<file path="config.mk">
export PLATFORM = sky130hd
export DESIGN_NAME = acc_alu
export DESIGN_NICKNAME = d
export VERILOG_FILES = /design/src/rtl/acc_alu_pkg.sv /design/src/rtl/acc_alu_addsub.sv /design/src/rtl/acc_alu_bitops.sv /design/src/rtl/acc_alu_decadj.sv /design/src/rtl/acc_alu.sv
export SDC_FILE = /design/constraint.sdc
export NUM_CORES = 1
export LEC_CHECK = 0
export BUFFER_PORTS_ARGS = -buffer_cell sky130_fd_sc_hd__buf_2
export CAP_MARGIN = 20
export CORE_MARGIN = 1
export CORE_UTILIZATION = 43
export CTS_CLUSTER_SIZE = 28
export DETAILED_ROUTE_END_ITERATION = 10
export PLACE_DENSITY = 0.63
export SYNTH_ARGS = -nofsm -noshare
export SYNTH_HDL_FRONTEND = slang
export SYNTH_HIERARCHICAL = 1
export SYNTH_SLANG_ARGS = --single-unit
</file>
<file path="constraint.sdc">
create_clock -name clk_i -period 8.1 [get_ports clk_i]
set_clock_uncertainty 0.15 [all_clocks]
set_input_delay 0.405 -clock clk_i [delete_from_list [all_inputs] [get_ports clk_i]]
set_output_delay 0.405 -clock clk_i [all_outputs]
set_load 0.005 [all_outputs]
</file>
<file path="src/rtl/acc_alu_pkg.sv">
`timescale 1ns/1ps
package acc_alu_pkg;
  localparam int DW   = 8;
  localparam int NW   = 4;
  localparam int NIBS = DW / NW;
  localparam int FW   = 5;
  localparam int OPW  = 4;

  localparam int F_CY = 0;
  localparam int F_P  = 1;
  localparam int F_AC = 2;
  localparam int F_Z  = 3;
  localparam int F_S  = 4;

  typedef enum logic [OPW-1:0] {
    OP_ADD = 4'd0,  OP_ADC = 4'd1,  OP_SUB = 4'd2,  OP_SBB = 4'd3,
    OP_INC = 4'd4,  OP_DEC = 4'd5,  OP_AND = 4'd6,  OP_OR  = 4'd7,
    OP_XOR = 4'd8,  OP_CMP = 4'd9,  OP_RLC = 4'd10, OP_RRC = 4'd11,
    OP_RAL = 4'd12, OP_RAR = 4'd13, OP_DAA = 4'd14, OP_NOP = 4'd15
  } op_e;
endpackage

</file>
<file path="src/rtl/acc_alu_addsub.sv">
`timescale 1ns/1ps
// Nibble-ripple adder; sub_i turns it into a - b - cin with borrow outputs.
module acc_alu_addsub #(
  parameter int DW = 8,
  parameter int NW = 4
) (
  input  logic [DW-1:0] a_i,
  input  logic [DW-1:0] b_i,
  input  logic          cin_i,
  input  logic          sub_i,
  output logic [DW-1:0] sum_o,
  output logic          cy_o,
  output logic          hc_o
);
  localparam int NIBS = DW / NW;

  logic [DW-1:0] b_eff;
  logic [NIBS:0] c;

  assign b_eff = sub_i ? ~b_i : b_i;
  assign c[0]  = cin_i ^ sub_i;

  for (genvar g = 0; g < NIBS; g++) begin : g_nib
    assign {c[g+1], sum_o[g*NW +: NW]} = {1'b0, a_i[g*NW +: NW]}
                                       + {1'b0, b_eff[g*NW +: NW]}
                                       + {{NW{1'b0}}, c[g]};
  end

  assign cy_o = c[NIBS] ^ sub_i;
  assign hc_o = c[1] ^ sub_i;
endmodule

</file>
<file path="src/rtl/acc_alu_bitops.sv">
`timescale 1ns/1ps
module acc_alu_bitops
  import acc_alu_pkg::*;
(
  input  logic [DW-1:0] a_i,
  input  logic [DW-1:0] b_i,
  input  logic          cy_i,
  input  op_e           op_i,
  output logic [DW-1:0] res_o,
  output logic          cy_o,
  output logic          ac_o
);
  always_comb begin
    res_o = a_i;
    cy_o  = cy_i;
    ac_o  = 1'b0;
    unique case (op_i)
      OP_AND: begin res_o = a_i & b_i; cy_o = 1'b0; ac_o = 1'b1; end
      OP_OR:  begin res_o = a_i | b_i; cy_o = 1'b0; end
      OP_XOR: begin res_o = a_i ^ b_i; cy_o = 1'b0; end
      OP_RLC: begin res_o = {a_i[DW-2:0], a_i[DW-1]}; cy_o = a_i[DW-1]; end
      OP_RRC: begin res_o = {a_i[0], a_i[DW-1:1]};    cy_o = a_i[0];    end
      OP_RAL: begin res_o = {a_i[DW-2:0], cy_i};      cy_o = a_i[DW-1]; end
      OP_RAR: begin res_o = {cy_i, a_i[DW-1:1]};      cy_o = a_i[0];    end
      default: ;
    endcase
  end
endmodule

</file>
<file path="src/rtl/acc_alu_decadj.sv">
`timescale 1ns/1ps
module acc_alu_decadj
  import acc_alu_pkg::*;
(
  input  logic [DW-1:0] a_i,
  input  logic          ac_i,
  input  logic          cy_i,
  output logic [DW-1:0] res_o,
  output logic          ac_o,
  output logic          cy_o
);
  localparam logic [NW-1:0] NINE    = NW'(9);
  localparam logic [DW:0]   LO_STEP = (DW+1)'(6);
  localparam logic [DW:0]   HI_STEP = (DW+1)'(6) << NW;

  logic          lo_fix, hi_fix;
  logic [NW:0]   lo_sum;
  logic [DW:0]   t, u;

  assign lo_fix = (a_i[NW-1:0] > NINE) | ac_i;
  assign lo_sum = {1'b0, a_i[NW-1:0]} + (lo_fix ? (NW+1)'(6) : '0);
  assign t      = {1'b0, a_i} + (lo_fix ? LO_STEP : '0);
  // t[DW] only when a_i = 0xFA..0xFF with low fix
  assign hi_fix = (t[DW-1 -: NW] > NINE) | cy_i | t[DW];
  assign u      = {1'b0, t[DW-1:0]} + (hi_fix ? HI_STEP : '0);

  assign res_o = u[DW-1:0];
  assign ac_o  = lo_sum[NW];
  assign cy_o  = cy_i | t[DW] | u[DW];
endmodule

</file>
<file path="src/rtl/acc_alu.sv">
`timescale 1ns/1ps
module acc_alu
  import acc_alu_pkg::*;
(
  input  logic           clk_i,
  input  logic           rst_ni,
  input  logic           en_i,
  input  logic [OPW-1:0] op_i,
  input  logic [DW-1:0]  opnd_i,
  output logic [DW-1:0]  acc_o,
  output logic [FW-1:0]  flags_o
);
  op_e           op;
  logic [DW-1:0] acc_q, acc_d;
  logic [FW-1:0] fl_q, fl_d;

  logic [DW-1:0] as_b, as_sum;
  logic          as_cin, as_sub, as_cy, as_hc;
  logic [DW-1:0] bo_res, da_res, res;
  logic          bo_cy, bo_ac, da_ac, da_cy;

  assign op = op_e'(op_i);

  always_comb begin
    as_b   = opnd_i;
    as_cin = 1'b0;
    as_sub = 1'b0;
    unique case (op)
      OP_ADC: as_cin = fl_q[F_CY];
      OP_SUB,
      OP_CMP: as_sub = 1'b1;
      OP_SBB: begin as_sub = 1'b1; as_cin = fl_q[F_CY]; end
      OP_INC: begin as_b = '0; as_cin = 1'b1; end
      OP_DEC: begin as_b = '0; as_cin = 1'b1; as_sub = 1'b1; end
      default: ;
    endcase
  end

  acc_alu_addsub #(.DW(DW), .NW(NW)) u_addsub (
    .a_i   (acc_q),
    .b_i   (as_b),
    .cin_i (as_cin),
    .sub_i (as_sub),
    .sum_o (as_sum),
    .cy_o  (as_cy),
    .hc_o  (as_hc)
  );

  acc_alu_bitops u_bitops (
    .a_i   (acc_q),
    .b_i   (opnd_i),
    .cy_i  (fl_q[F_CY]),
    .op_i  (op),
    .res_o (bo_res),
    .cy_o  (bo_cy),
    .ac_o  (bo_ac)
  );

  acc_alu_decadj u_decadj (
    .a_i   (acc_q),
    .ac_i  (fl_q[F_AC]),
    .cy_i  (fl_q[F_CY]),
    .res_o (da_res),
    .ac_o  (da_ac),
    .cy_o  (da_cy)
  );

  always_comb begin
    acc_d = acc_q;
    fl_d  = fl_q;
    res   = as_sum;
    unique case (op)
      OP_ADD, OP_ADC, OP_SUB, OP_SBB, OP_CMP: begin
        res          = as_sum;
        fl_d[F_AC]   = as_hc;
        fl_d[F_CY]   = as_cy;
      end
      OP_INC, OP_DEC: begin
        res          = as_sum;
        fl_d[F_AC]   = as_hc;
      end
      OP_AND, OP_OR, OP_XOR: begin
        res          = bo_res;
        fl_d[F_AC]   = bo_ac;
        fl_d[F_CY]   = bo_cy;
      end
      OP_RLC, OP_RRC, OP_RAL, OP_RAR: begin
        res          = bo_res;
        fl_d[F_CY]   = bo_cy;
      end
      OP_DAA: begin
        res          = da_res;
        fl_d[F_AC]   = da_ac;
        fl_d[F_CY]   = da_cy;
      end
      default: res = acc_q;
    endcase

    // result-bearing ops refresh sign/zero/parity
    if (!(op inside {OP_RLC, OP_RRC, OP_RAL, OP_RAR, OP_NOP})) begin
      fl_d[F_S] = res[DW-1];
      fl_d[F_Z] = (res == '0);
      fl_d[F_P] = ~^res;
    end
    if (op != OP_CMP && op != OP_NOP) acc_d = res;
  end

  always_ff @(posedge clk_i or negedge rst_ni) begin
    if (!rst_ni) begin
      acc_q <= '0;
      fl_q  <= '0;
    end else if (en_i) begin
      acc_q <= acc_d;
      fl_q  <= fl_d;
    end
  end

  assign acc_o   = acc_q;
  assign flags_o = fl_q;
endmodule

</file>
======== Word-level counts from Yosys, hierarchy flattened ========
Cells that the tools add are included.
operators by class
  add/sub/neg operators ................... 7
  order comparisons ....................... 2
  eq/ne operators ......................... 18
  muxes and demuxes ....................... 13
  bitwise operators ....................... 13
  reductions and logical operators ........ 20
operators by type and width
  kind                  number
  $pmux W8 S7           1
  $eq A4 B4 Y1 const B  8
  $pmux W8 S3           1
  $add A8 B9 Y9         2
  $eq A4 B3 Y1 const B  4
  $mux W8               2
  $reduce_or A7 Y1      2
  $add A4 B4 Y5         2
  $add A5 B1 Y5         2
  $pmux W1 S3           3
  $and A8 B8 Y8         1
  $eq A4 B2 Y1 const B  2
  $gt A4 B4 Y1 const B  2
  $logic_not A8 Y1      1
  $ne A4 B4 Y1 const B  2
  $not A8 Y8            1
  $or A8 B8 Y8          1
  $reduce_or A2 Y1      4
  $reduce_xnor A8 Y1    1
  $xor A8 B8 Y8         1
  $mux W7               1
  $mux W3               2
  $reduce_and A2 Y1     3
  $reduce_bool A3 Y1    2
  15 further kinds      22
storage, ports and cells
  bits in registers ....................... 13
  input bits .............................. 15
  output and inout port bits .............. 13
  word-level logic and storage cells ...... 77

======== Logic depth before layout (Yosys ltp) ========
Gate-level depths: netlist (run 1).
  depth after elaboration ................. 11
  depth in mapped cells ................... 24
  mapped depth without buffers ............ 20

======== Modules after synthesis ========
The synthesis (run 1) kept the hierarchy.
by module, submodules not included
  module          instances  cells each  area each (µm²)  seq. area each (µm²)
  acc_alu         1          141         1,281.2          325.3
  acc_alu_bitops  1          112         815.8            0.0
  acc_alu_addsub  1          44          382.9            0.0
  acc_alu_decadj  1          45          319.1            0.0

======== Worst setup path after synthesis (run 1) ========
OpenSTA, ideal clock, no wires.
  path type ............................... input -> register
  start ................................... input port op_i[3]
  end ..................................... register fl_q[1] (netlist: flags_o[1])
  library setup time ...................... 0.136 ns
  data arrival time ....................... 4.484 ns
  required time ........................... 7.814 ns
  path slack .............................. 3.330 ns
  stages on the path ...................... 23
  path buffers ............................ 4
  path through ............................ buf_6 > buf_6 > buf_2 > xnor2_1 > o21ai_0 > buf_4 > xnor2_1 > fa_1 > fa_1 > nand2b_1 > o2bb2ai_1 > fa_1 > inv_1 > fa_1 > xor2_1 > nand2_1 > o21ai_1 > a221o_1 > o22ai_1 > ha_1 > xor2_1 > xnor2_1 > o21ai_0
on the way
  elaborated cells between the ends (all ways) .. 37
  classes of those cells .................. 4 x add/sub; 15 x eq/ne; 6 x mux; 3 x bitwise; 9 x reduce/logical
RTL lines
  item                                        line                  source
  start, declared                             acc_alu.sv:8          input logic [OPW-1:0] op_i,
  $eq A4 B3 Y1, or another cell as far along  acc_alu.sv:28         unique case (op)
  $reduce_or A4 Y1 (no source line) (*)       -
  $mux W1 (*)                                 acc_alu.sv:28
  named net as_sub                            acc_alu.sv:18         logic as_cin, as_sub, as_cy, as_hc;
  $mux W8                                     acc_alu_addsub.sv:20  assign b_eff = sub_i ? ~b_i : b_i;
  $add A4 B4 Y5                               acc_alu_addsub.sv:25  + {1'b0, b_eff[g*NW +: NW]}
  $add A5 B1 Y5                               acc_alu_addsub.sv:26  + {{NW{1'b0}}, c[g]};
  $add A5 B1 Y5 (*)                           acc_alu_addsub.sv:26
  named net as_sum[6]                         acc_alu.sv:17         logic [DW-1:0] as_b, as_sum;
  $pmux W8 S3 (*)                             acc_alu.sv:72         unique case (op)
  $reduce_xnor A8 Y1 (*)                      acc_alu.sv:103        fl_d[F_P] = ~^res;
  end signal, assigned                        acc_alu.sv:114        fl_q <= fl_d;
  end, declared                               acc_alu.sv:15         logic [FW-1:0] fl_q, fl_d;
The timed path passes the listed nets; every way through them passes the cells marked *.
A chain may end at the register's enable or synchronous reset.

======== Final worst setup path (run 1) ========
  start ................................... input port op_i[0]
  end ..................................... register fl_q[1] (netlist: flags_o[1])
Same word-level chain as after synthesis.

==> impl_metrics.ini, run 1 <==
[outcome]
outcome = finished clean

[synth]
synth_cells = 342
synth_edf_count = 0
ys_types = 63
syn-mean-instance-area_um2 = 8.184
ys_async_sr_fraction_pct = 100.0
ys_seq_area_share_pct = 11.62
ys_dominant_reg_cell = dfrtp_1
netlist_area_um2 = 2799
yosysWarnings = 6
synth_nets = 392
yosys_register_bits = 13

[cells_and_area]
syn2layout_area_growth_pct = 5.364
fin_nets = 408
drive_above_1_share_pct = 14.57
antenna_cells = 0
post-route-cell-area_um2 = 2949

[timing]
setup_tns_ps = 0
max_clock_freq_mhz = 195.2
maxSlewViolCount = 0
period_needed_ps = 5124
setup_viol = 0
rsz0062_at_grt = false
tightestPinTransition_ps = 787.6
slew_headroom_pct = 47.49
min_period_over_period_pct = 63.25
finalHoldViolCount = 0

[floorplan]
initial_core_util_pct = 44.33
die-width_um = 82.68
die_area_um2 = 6836
core_um2 = 6314
rows = 29
ioPinCount = 28
die_y_um = 82.68

[routing]
drtAntennaViolNets = 0
wirelength_um = 7428
vias = 2607
wl_per_cell_um = 17.12
drc = 0
vias_per_cell = 6.007
drt_iter0_drc = 196
drt_pass1_iterations = 5

[worst_setup_path]
cp-end-kind = register
r2r-start = acc_o[2]
critPathMaxFanout = 44
r2r_slack_ps = 3030
crit_required_ps = 8050
worstRegToRegCells = 20
crit_type = input port to register
crit_arrival_ps = 5080
worstSetupStartpointType = input port
r2r-end = flags_o[1]

[clock_tree]
cts_root_buf = clkbuf_8
clockBufferDepth = 2
cts-hold-fix-buffers = 1
cts_tree = yes
insertion_delay_ps = 240
path_clk_slew_ps = 50
cts_setup_buffers = 0
cts_resized = 0
cts.sinks = 13
cts_made_buffers = 3
cts_max_level = 1

[global_routing]
grt_first_pass_wirelength_um = 11760
grt_pass1_vias = 2308
grt_max_degree = 45
antenna_found_initial = 0
grtUsageTotal_pct = 23.10
overflow = 0

[place]
dp_hpwl_um = 5512
dpl_cell_area_um2 = 2887
numPortBuffers = 27
place_congestion = 0.8794

[hold_path]
min_to = flags_o[3]
hold_path.class = register to register
min_from = flags_o[3]
hold_depth = 2

[power]
pwr_density_cell_nw_per_um2 = 306.6
power_mw = 0.9042
power_leakage_nw = 1.337
peakVddDrop_mv = 0.1846

[run]
max_cap_viol_count = 0
==> synth_stat cells, types with 7 or more instances <==
library cell	n	area, um2
xnor2_1	11	96.34
a31oi_1	7	43.79
ha_1	30	375.4
xor2_1	13	113.9
nand2b_1	14	87.58
o22ai_1	7	43.79
nand2_1	18	67.56
dfrtp_1	13	325.3
o2bb2ai_1	7	61.31
nor2_1	14	52.55
inv_1	32	120.1
mux2i_1	8	80.08
o21ai_1	17	85.08
nor2b_1	8	50.05
buf_4	9	67.56
a21oi_1	13	65.06
o21ai_0	18	90.09
==> critical path, stage by stage <==
cell       delay (ps)
buf_2             600
nand2b_1          160
o21ai_1           250
buf_4             250
xnor2_1           120
fa_1              440
fa_1              420
nand2b_1          160
o2bb2ai_1         170
fa_1              370
inv_1             100
fa_1              210
xor2_1            220
nand2_1            80
o21ai_1           140
a221o_1           160
o22ai_1            80
ha_1              320
xor2_1            170
xnor2_1           160
o21ai_0           100
==> cell families (layout without fill, tap and decap cells) <==
kind of cell / count (synthesis) / in the layout / synth area share, %
fa+ha+maj: 40 / 40 / 18.91
xor+xnor: 24 / 24 / 7.510
buf+inv: 52 / 67 / 9.700
flops: 13 / 13 / 11.62
compound gates: 105 / 105 / 25.66
mux: 15 / 15 / 5.811
simple gates: 93 / 93 / 20.79
==> per-stage QoR <==
step                      utilization [%]  instances  hold slack (ps)  setup slack, ps
after global placement              45.72        428            156.0             2374
after floorplan                         -        342           -40.59             3330
after CTS                           46.59        433            336.1             2430
final                               46.71        434            331.2             2976
after global routing                46.71        434            368.7             2643
after detailed placement            45.72        428            150.3             2198
==> flip-flops by register name, summed over array words and instances (netlist names) <==
name and flops:
flags_o 5, acc_o 8
==> cells in the final DEF (no fill, tap or decap), types with 7 or more instances in the layout <==
cell type	instances
nand2b_1	14
o21ai_1	18
o21ai_0	17
o2bb2ai_1	7
a21oi_1	13
xnor2_1	11
nor2_1	14
dfrtp_1	13
nor2b_1	8
o22ai_1	7
buf_2	27
a31oi_1	7
inv_1	32
nand2_1	18
xor2_1	13
ha_1	30
mux2i_1	8
==> worst max-delay path by stage <==
stage,startpoint,to,slack [ps],cells after the start
finish,op_i[0],flags_o[1],2980,21
CTS,op_i[0],flags_o[1],2430,20
global placement,op_i[0],flags_o[1],2370,20
detailed placement,op_i[0],flags_o[1],2200,20
floorplan,op_i[3],flags_o[1],3330,23
global route,op_i[0],flags_o[1],2640,21
==> where the power goes <==
| part | internal [mW] | switching, mW |
|---|---|---|
| Sequential | 0.0925 | 0.108 |
| Clock | 0.0345 | 0.0203 |
| Combinational | 0.309 | 0.340 |
| Total | 0.436 | 0.468 |
==> area by class of cell <==
class / instances / area, um2
clock buffers: 4 / 45.04
fillers: 671 / 3364
inverters: 34 / 127.6
multi-input cells: 277 / 2202
flip-flops and latches: 13 / 325.3
well taps: 77 / 96.34
repair buffers: 29 / 152.6
==> per-layer routing <==
metal | vias up | GRT usage [%] | part of all wire, %
met1 | 1222 | 33.02 | 48
li1 | 1279 | - | -
met5 | - | 0 | 0
met3 | 17 | 2.637 | 4.7
met4 | 0 | 8.966 | 2.7
met2 | 89 | 35.08 | 44
Note: power is estimated with default switching activity, not from simulation.
==> run 2, diff against run 1 <==
--- a/config.mk
+++ b/config.mk
@@ -5,6 +5,7 @@
 export SDC_FILE = /design/constraint.sdc
 export NUM_CORES = 1
 export LEC_CHECK = 0
+export ABC_AREA = 1
 export BUFFER_PORTS_ARGS = -buffer_cell sky130_fd_sc_hd__buf_2
 export CAP_MARGIN = 20
 export CORE_MARGIN = 1
==> constraint.sdc (replaced) <==
create_clock -name clk_i -period 5.1 [get_ports clk_i]
set_clock_uncertainty 0.15 [all_clocks]
set_input_delay 0.255 -clock clk_i [delete_from_list [all_inputs] [get_ports clk_i]]
set_output_delay 0.255 -clock clk_i [all_outputs]
set_load 0.005 [all_outputs]
==> impl_metrics.ini, run 2 <==
[global_routing]
grt_pass1_vias = 2570
grt-busiest-layer = met2
grtUsageTotal_pct = 25.15
overflow = 0
grt_max_degree = 17
grt.met1_usage_pct = 34.16
met2_usage_pct = 42.48
grt_first_pass_wirelength_um = 12700
grt_util_met3_pct = 3.000
antenna_found_initial = 0

[hold_path]
hold_path.class = input port to register

[routing]
drt_pass1_iterations = 4
wirelength_um = 7837
drt_iter0_drc = 164
wl_per_cell_um = 14.07
drc = 0
vias_per_cell = 5.167
vias = 2878
drtAntennaViolNets = 0

[power]
share_comb_of_total_power_pct = 74.4
switchingPower_mw = 0.7096
peakVddDrop_mv = 0.4075
power_leakage_nw = 1.789
p_clk_share_pct = 7.0
p_seq_share_pct = 18.6
p_int_mw = 0.5964
p_sw_share_pct = 54.33
pwr_density_cell_nw_per_um2 = 433.7

[synth]
ys_seq_area_share_pct = 11.88
ys_types = 29
synthDominantCellAreaShare_pct = 17.82
synth_cells = 451
ys_async_sr_fraction_pct = 100.0
netlist_area_um2 = 2739
synth_common_cells = nand2_1 (130), nand3_1 (77), inv_1 (70), ha_1 (30), nor2_1 (20)
netlist.top_cell.by_area = nand2_1
ys_dominant_reg_cell = dfrtp_1
syn-mean-instance-area_um2 = 6.073
yosysWarnings = 6
synth_nets = 501
synthTopCellsByArea = nand2_1 (18%), nand3_1 (14%), ha_1 (14%), dfrtp_1 (12%), inv_1 (9.6%)
synth_edf_count = 0
yosysMostFrequentCell = nand2_1
yosys_register_bits = 13

[place]
dp_hpwl_um = 6066
numPortBuffers = 27
place_congestion = 0.9608
dpl_cell_area_um2 = 2957

[cells_and_area]
fin_nets = 533
post-route-cell-area_um2 = 3012
layout_common_cells = nand2_1 (130), nand3_1 (77), inv_1 (70)
syn2layout_area_growth_pct = 9.959
largest_register_ff_count = 8
drive_above_1_share_pct = 14.32
final_common_cell = nand2_1
antenna_cells = 0

[run]
max_cap_viol_count = 0

[outcome]
outcome = finished clean

[timing]
max_clock_freq_mhz = 229.3
whs_ps = 227.6
period_needed_ps = 4361
rsz0062_at_grt = false
slew_headroom_pct = 58.91
tightestPinTransition_ps = 612.2
setup_tns_ps = 0
setup_viol = 0
finalHoldViolCount = 0
maxSlewViolCount = 0
min_period_over_period_pct = 85.52

[clock_tree]
path_clk_slew_ps = 50
cts.sinks = 13
cts_root_buf = clkbuf_8
cts_resized = 0
cts_made_buffers = 3
cts_max_level = 1
insertion_delay_ps = 240
cts_tree = yes
clockBufferDepth = 2

[floorplan]
die-width_um = 81.81
rows = 28
initial_core_util_pct = 45.45
die_area_um2 = 6693
core_um2 = 6026
die_y_um = 81.81
ioPinCount = 28

[worst_setup_path]
critPathMaxFanout = 14
cp-end-kind = register
crit_arrival_ps = 4340
crit_type = input port to register
worstSetupStartpointType = input port
crit_required_ps = 5080
## run 2: cell types whose count changed after synthesis, sizes merged, moves of 8 or more
cell,delta
nor2b,-8
nand3,+76
o21ai,-17
o21bai,+8
buf,-11
nand2b,-14
inv,+47
nor2,+15
nand2,+122
a21oi,-10
mux2i,-8
or2,+9
## run 2: per-stage QoR
stage	utilization (%)	power, mW	cells	setup WS, ps
6_report	49.98	1.306	557	738.6
5_1_grt	49.98	1.472	557	347.2
4_1_cts	49.98	1.309	557	768.1
3_5_place_dp	49.07	1.211	552	515.3
3_3_place_gp	49.07	1.178	552	699.3
2_1_floorplan	-	0.8882	451	1086
## run 2: power by group through the flow
stage | registers [mW] | logic, mW | clock network, mW
after floorplan | 0.244 | 0.644 | 0
after global placement | 0.242 | 0.936 | 0
after detailed placement | 0.245 | 0.966 | 0
after CTS | 0.242 | 0.973 | 0.0934
after global routing | 0.252 | 1.12 | 0.0998
final | 0.243 | 0.972 | 0.0917
## run 2: kinds of logic (layout without fill, tap and decap cells)
logic type                 Yosys count  after routing  share of synthesized area [%]
AOI/OAI and AO/OA                   30             30                          6.304
adders and majority gates           35             35                          17.36
buffers and inverters               88            119                          13.25
DFF                                 13             13                          11.88
xor gates and xnor gates            16             16                          5.117
and+or+nand+nor                    269            269                          46.09
## run 2: layer usage
metal | up-vias | wire length (um) | part of all wire (%)
met5 | - | 0 | 0
met4 | 0 | 167 | 2.1
met3 | 14 | 421 | 5.4
met2 | 64 | 3643 | 46
met1 | 1320 | 3604 | 46
li1 | 1480 | - | -
## run 2: layout make-up
class / count / area, um2
Tap cell: 75 / 93.84
Sequential cell: 13 / 325.3
Timing Repair Buffer: 34 / 190.2
Inverter: 81 / 306.5
Fill cell: 658 / 3014
Multi-Input combinational cell: 350 / 2051
Clock buffer: 4 / 45.04
## run 2: final timing paths
kind,startpoint,to,slack [ps],cells after the start
worst max-delay path,op_i[0],flags_o[1],740,23
worst min-delay path,en_i,flags_o[0],230,4
worst max register to register,acc_o[3],flags_o[1],930,30
worst min register to register,flags_o[4],flags_o[4],340,2
max in group asynchronous,rst_ni,acc_o[1],4290,2
min in group asynchronous,rst_ni,flags_o[0],280,2
## run 2: worst max-delay path, stage by stage
cell,delay (ps)
buf_2,220
inv_1,120
nor2_1,170
nand3_1,80
o21ai_1,340
xnor2_1,200
fa_1,450
fa_1,410
inv_1,70
nand2_1,40
nand2_1,80
nand2_2,70
fa_1,350
inv_1,90
fa_1,210
xor2_1,160
nand2_1,70
nand3_1,130
nand2_1,80
ha_1,310
xnor2_1,210
xnor2_1,140
o21ai_1,80
## run 2: repair_timing
| item | 4_1_cts | 5_1_grt |
|---|---|---|
| endpoints found under the setup margin | 0 | 0 |
| hold endpoints to repair | 13 | 0 |
| hold buffers | 1 | 0 |
| setup buffers | 0 | 0 |
==> run 3, diff against run 2 <==
--- a/config.mk
+++ b/config.mk
@@ -8,11 +8,11 @@
 export ABC_AREA = 1
 export BUFFER_PORTS_ARGS = -buffer_cell sky130_fd_sc_hd__buf_2
 export CAP_MARGIN = 20
-export CORE_MARGIN = 1
-export CORE_UTILIZATION = 43
+export CORE_MARGIN = 2
+export CORE_UTILIZATION = 40
 export CTS_CLUSTER_SIZE = 28
 export DETAILED_ROUTE_END_ITERATION = 10
-export PLACE_DENSITY = 0.63
+export PLACE_DENSITY = 0.6
 export SYNTH_ARGS = -nofsm -noshare
 export SYNTH_HDL_FRONTEND = slang
 export SYNTH_HIERARCHICAL = 1
==> impl_metrics.ini, run 3 (synthesis gave the netlist of run 2 again) <==
[cells_and_area]
drive_above_1_share_pct = 14.14
largest_register_ff_count = 8
antenna_cells = 0
final_cells = 561
layout_common_cells = nand2_1 (130), nand3_1 (77), inv_1 (70)
final_util_pct = 44.80
syn2layout_area_growth_pct = 9.913
post-route-cell-area_um2 = 3010
fin_nets = 532
final_common_cell = nand2_1

[worst_setup_path]
crit_type = input port to register
critPathMaxFanout = 14
slowest_stage = fa_1
crit_required_ps = 5080
crit_chain = buf_2 > inv_1 > nor2_1 > nand3_1 > o21ai_1 > xnor2_1 > fa_1 > fa_1 > inv_1 > nand2_1 > nand2_1 > nand2_2 > fa_1 > inv_1 > fa_1 > xor2_1 > nand2_1 > nand3_1 > nand2_1 > ha_1 > xnor2_1 > xnor2_1 > o21ai_1
cp-end-kind = register
r2r-start = acc_o[1]
crit_arrival_ps = 4110
r2r-end = flags_o[1]
r2r_slack_ps = 1110
worstRegToRegCells = 30
slowest_delay_ps = 440
worstSetupStartpointType = input port

[global_routing]
antenna_found_initial = 0
grt-busiest-layer = met2
grt_first_pass_wirelength_um = 13370
grt_pass1_vias = 2758
grt_util_met3_pct = 1.238
met2_usage_pct = 40.35
grt_max_degree = 17
grtUsageTotal_pct = 22.15
grt.met1_usage_pct = 27.84
overflow = 0

[routing]
drt_pass1_iterations = 4
drtAntennaViolNets = 0
drc = 0
wirelength_um = 7769
wl_per_cell_um = 13.85
vias = 2850
drt_iter0_drc = 161
vias_per_cell = 5.080

[hold_path]
min_to = flags_o[0]
min_from = en_i
hold_path.class = input port to register
hold_depth = 4

[clock_tree]
cts_max_level = 1
cts_tree = yes
insertion_delay_ps = 250
cts_root_buf = clkbuf_8
cts_made_buffers = 3
path_clk_slew_ps = 60
clockBufferDepth = 2
cts_resized = 0
cts.sinks = 13

[power]
power_mw = 1.277
p_seq_share_pct = 19.6
p_clk_share_pct = 7.4
p_sw_share_pct = 54.09
pwr_density_cell_nw_per_um2 = 424.3
peakVddDrop_mv = 0.1078
power_leakage_nw = 1.784
p_int_mw = 0.5864
switchingPower_mw = 0.6908
share_comb_of_total_power_pct = 72.9

[place]
numPortBuffers = 27
pre_cts_slack_ps = 717.9
dp_cells = 556
dpl_cell_area_um2 = 2955
place_congestion = 0.8992
dp_hpwl_um = 6231

[run]
max_cap_viol_count = 0

[floorplan]
die_y_um = 86.75
die-width_um = 86.75
ioPinCount = 28
rows = 30
initial_core_util_pct = 40.76
core_um2 = 6719
die_area_um2 = 7525

[timing]
tightestPinTransition_ps = 568.1
period_needed_ps = 4130
slew_headroom_pct = 62.13
setup_viol = 0
worst_slack_ps = 970.2
whs_ps = 218.2
maxSlewViolCount = 0
max_clock_freq_mhz = 242.1
rsz0062_at_grt = false
finalHoldViolCount = 0
min_period_over_period_pct = 80.98
setup_tns_ps = 0

[outcome]
outcome = finished clean
-- run 3: cell types whose count changed in the layout (fill, tap and decap cells not counted), sizes merged --
cell / delta
buf: -1
-- run 3: power by group through the flow --
| stage | registers (mW) | clock network (mW) | logic (mW) |
|---|---|---|---|
| 2_1_floorplan | 0.244 | 0 | 0.644 |
| 3_3_place_gp | 0.254 | 0 | 0.910 |
| 3_5_place_dp | 0.252 | 0 | 0.927 |
| 4_1_cts | 0.251 | 0.0946 | 0.933 |
| 5_1_grt | 0.263 | 0.0993 | 1.08 |
| 6_report | 0.251 | 0.0950 | 0.932 |
-- run 3: how the worst max path moves through the flow --
stage,startpoint,endpoint,slack [ps],cells past startpoint
final,op_i[0],flags_o[1],970,23
after global routing,op_i[0],flags_o[1],590,23
after CTS,op_i[0],flags_o[1],990,23
after detailed placement,op_i[0],flags_o[1],720,23
after global placement,op_i[0],flags_o[1],840,23
after floorplan,op_i[3],flags_o[1],1090,22
-- run 3: cell type report --
| cell class | count | area (um2) |
|---|---|---|
| Timing Repair Buffer | 33 | 182.7 |
| Inverter | 81 | 306.5 |
| Fill cell | 734 | 3709 |
| Clock buffer | 4 | 45.04 |
| Multi-Input combinational cell | 350 | 2051 |
| Tap cell | 80 | 100.1 |
| Sequential cell | 13 | 325.3 |
-- run 3: repair_timing --
| item | CTS | global route |
|---|---|---|
| setup buffers | 0 | 0 |
| hold endpoints to repair | 13 | 0 |
| hold buffers | 1 | 0 |
-- run 3: per-layer routing --
metal	part of all wire (%)	wire (um)
met2	49	3819
met1	43	3357
met3	5.0	389
met4	2.6	203
met5	0	0
-- run 3: critical path: cells and delay by family --
family / cells / cell delay [ps]
AND/OR/NAND/NOR: 8 / 680
adder cells (fa/ha/maj): 5 / 1720
buffers and inverters: 4 / 510
XOR/XNOR: 4 / 640
AO/OA/AOI/OAI: 2 / 280
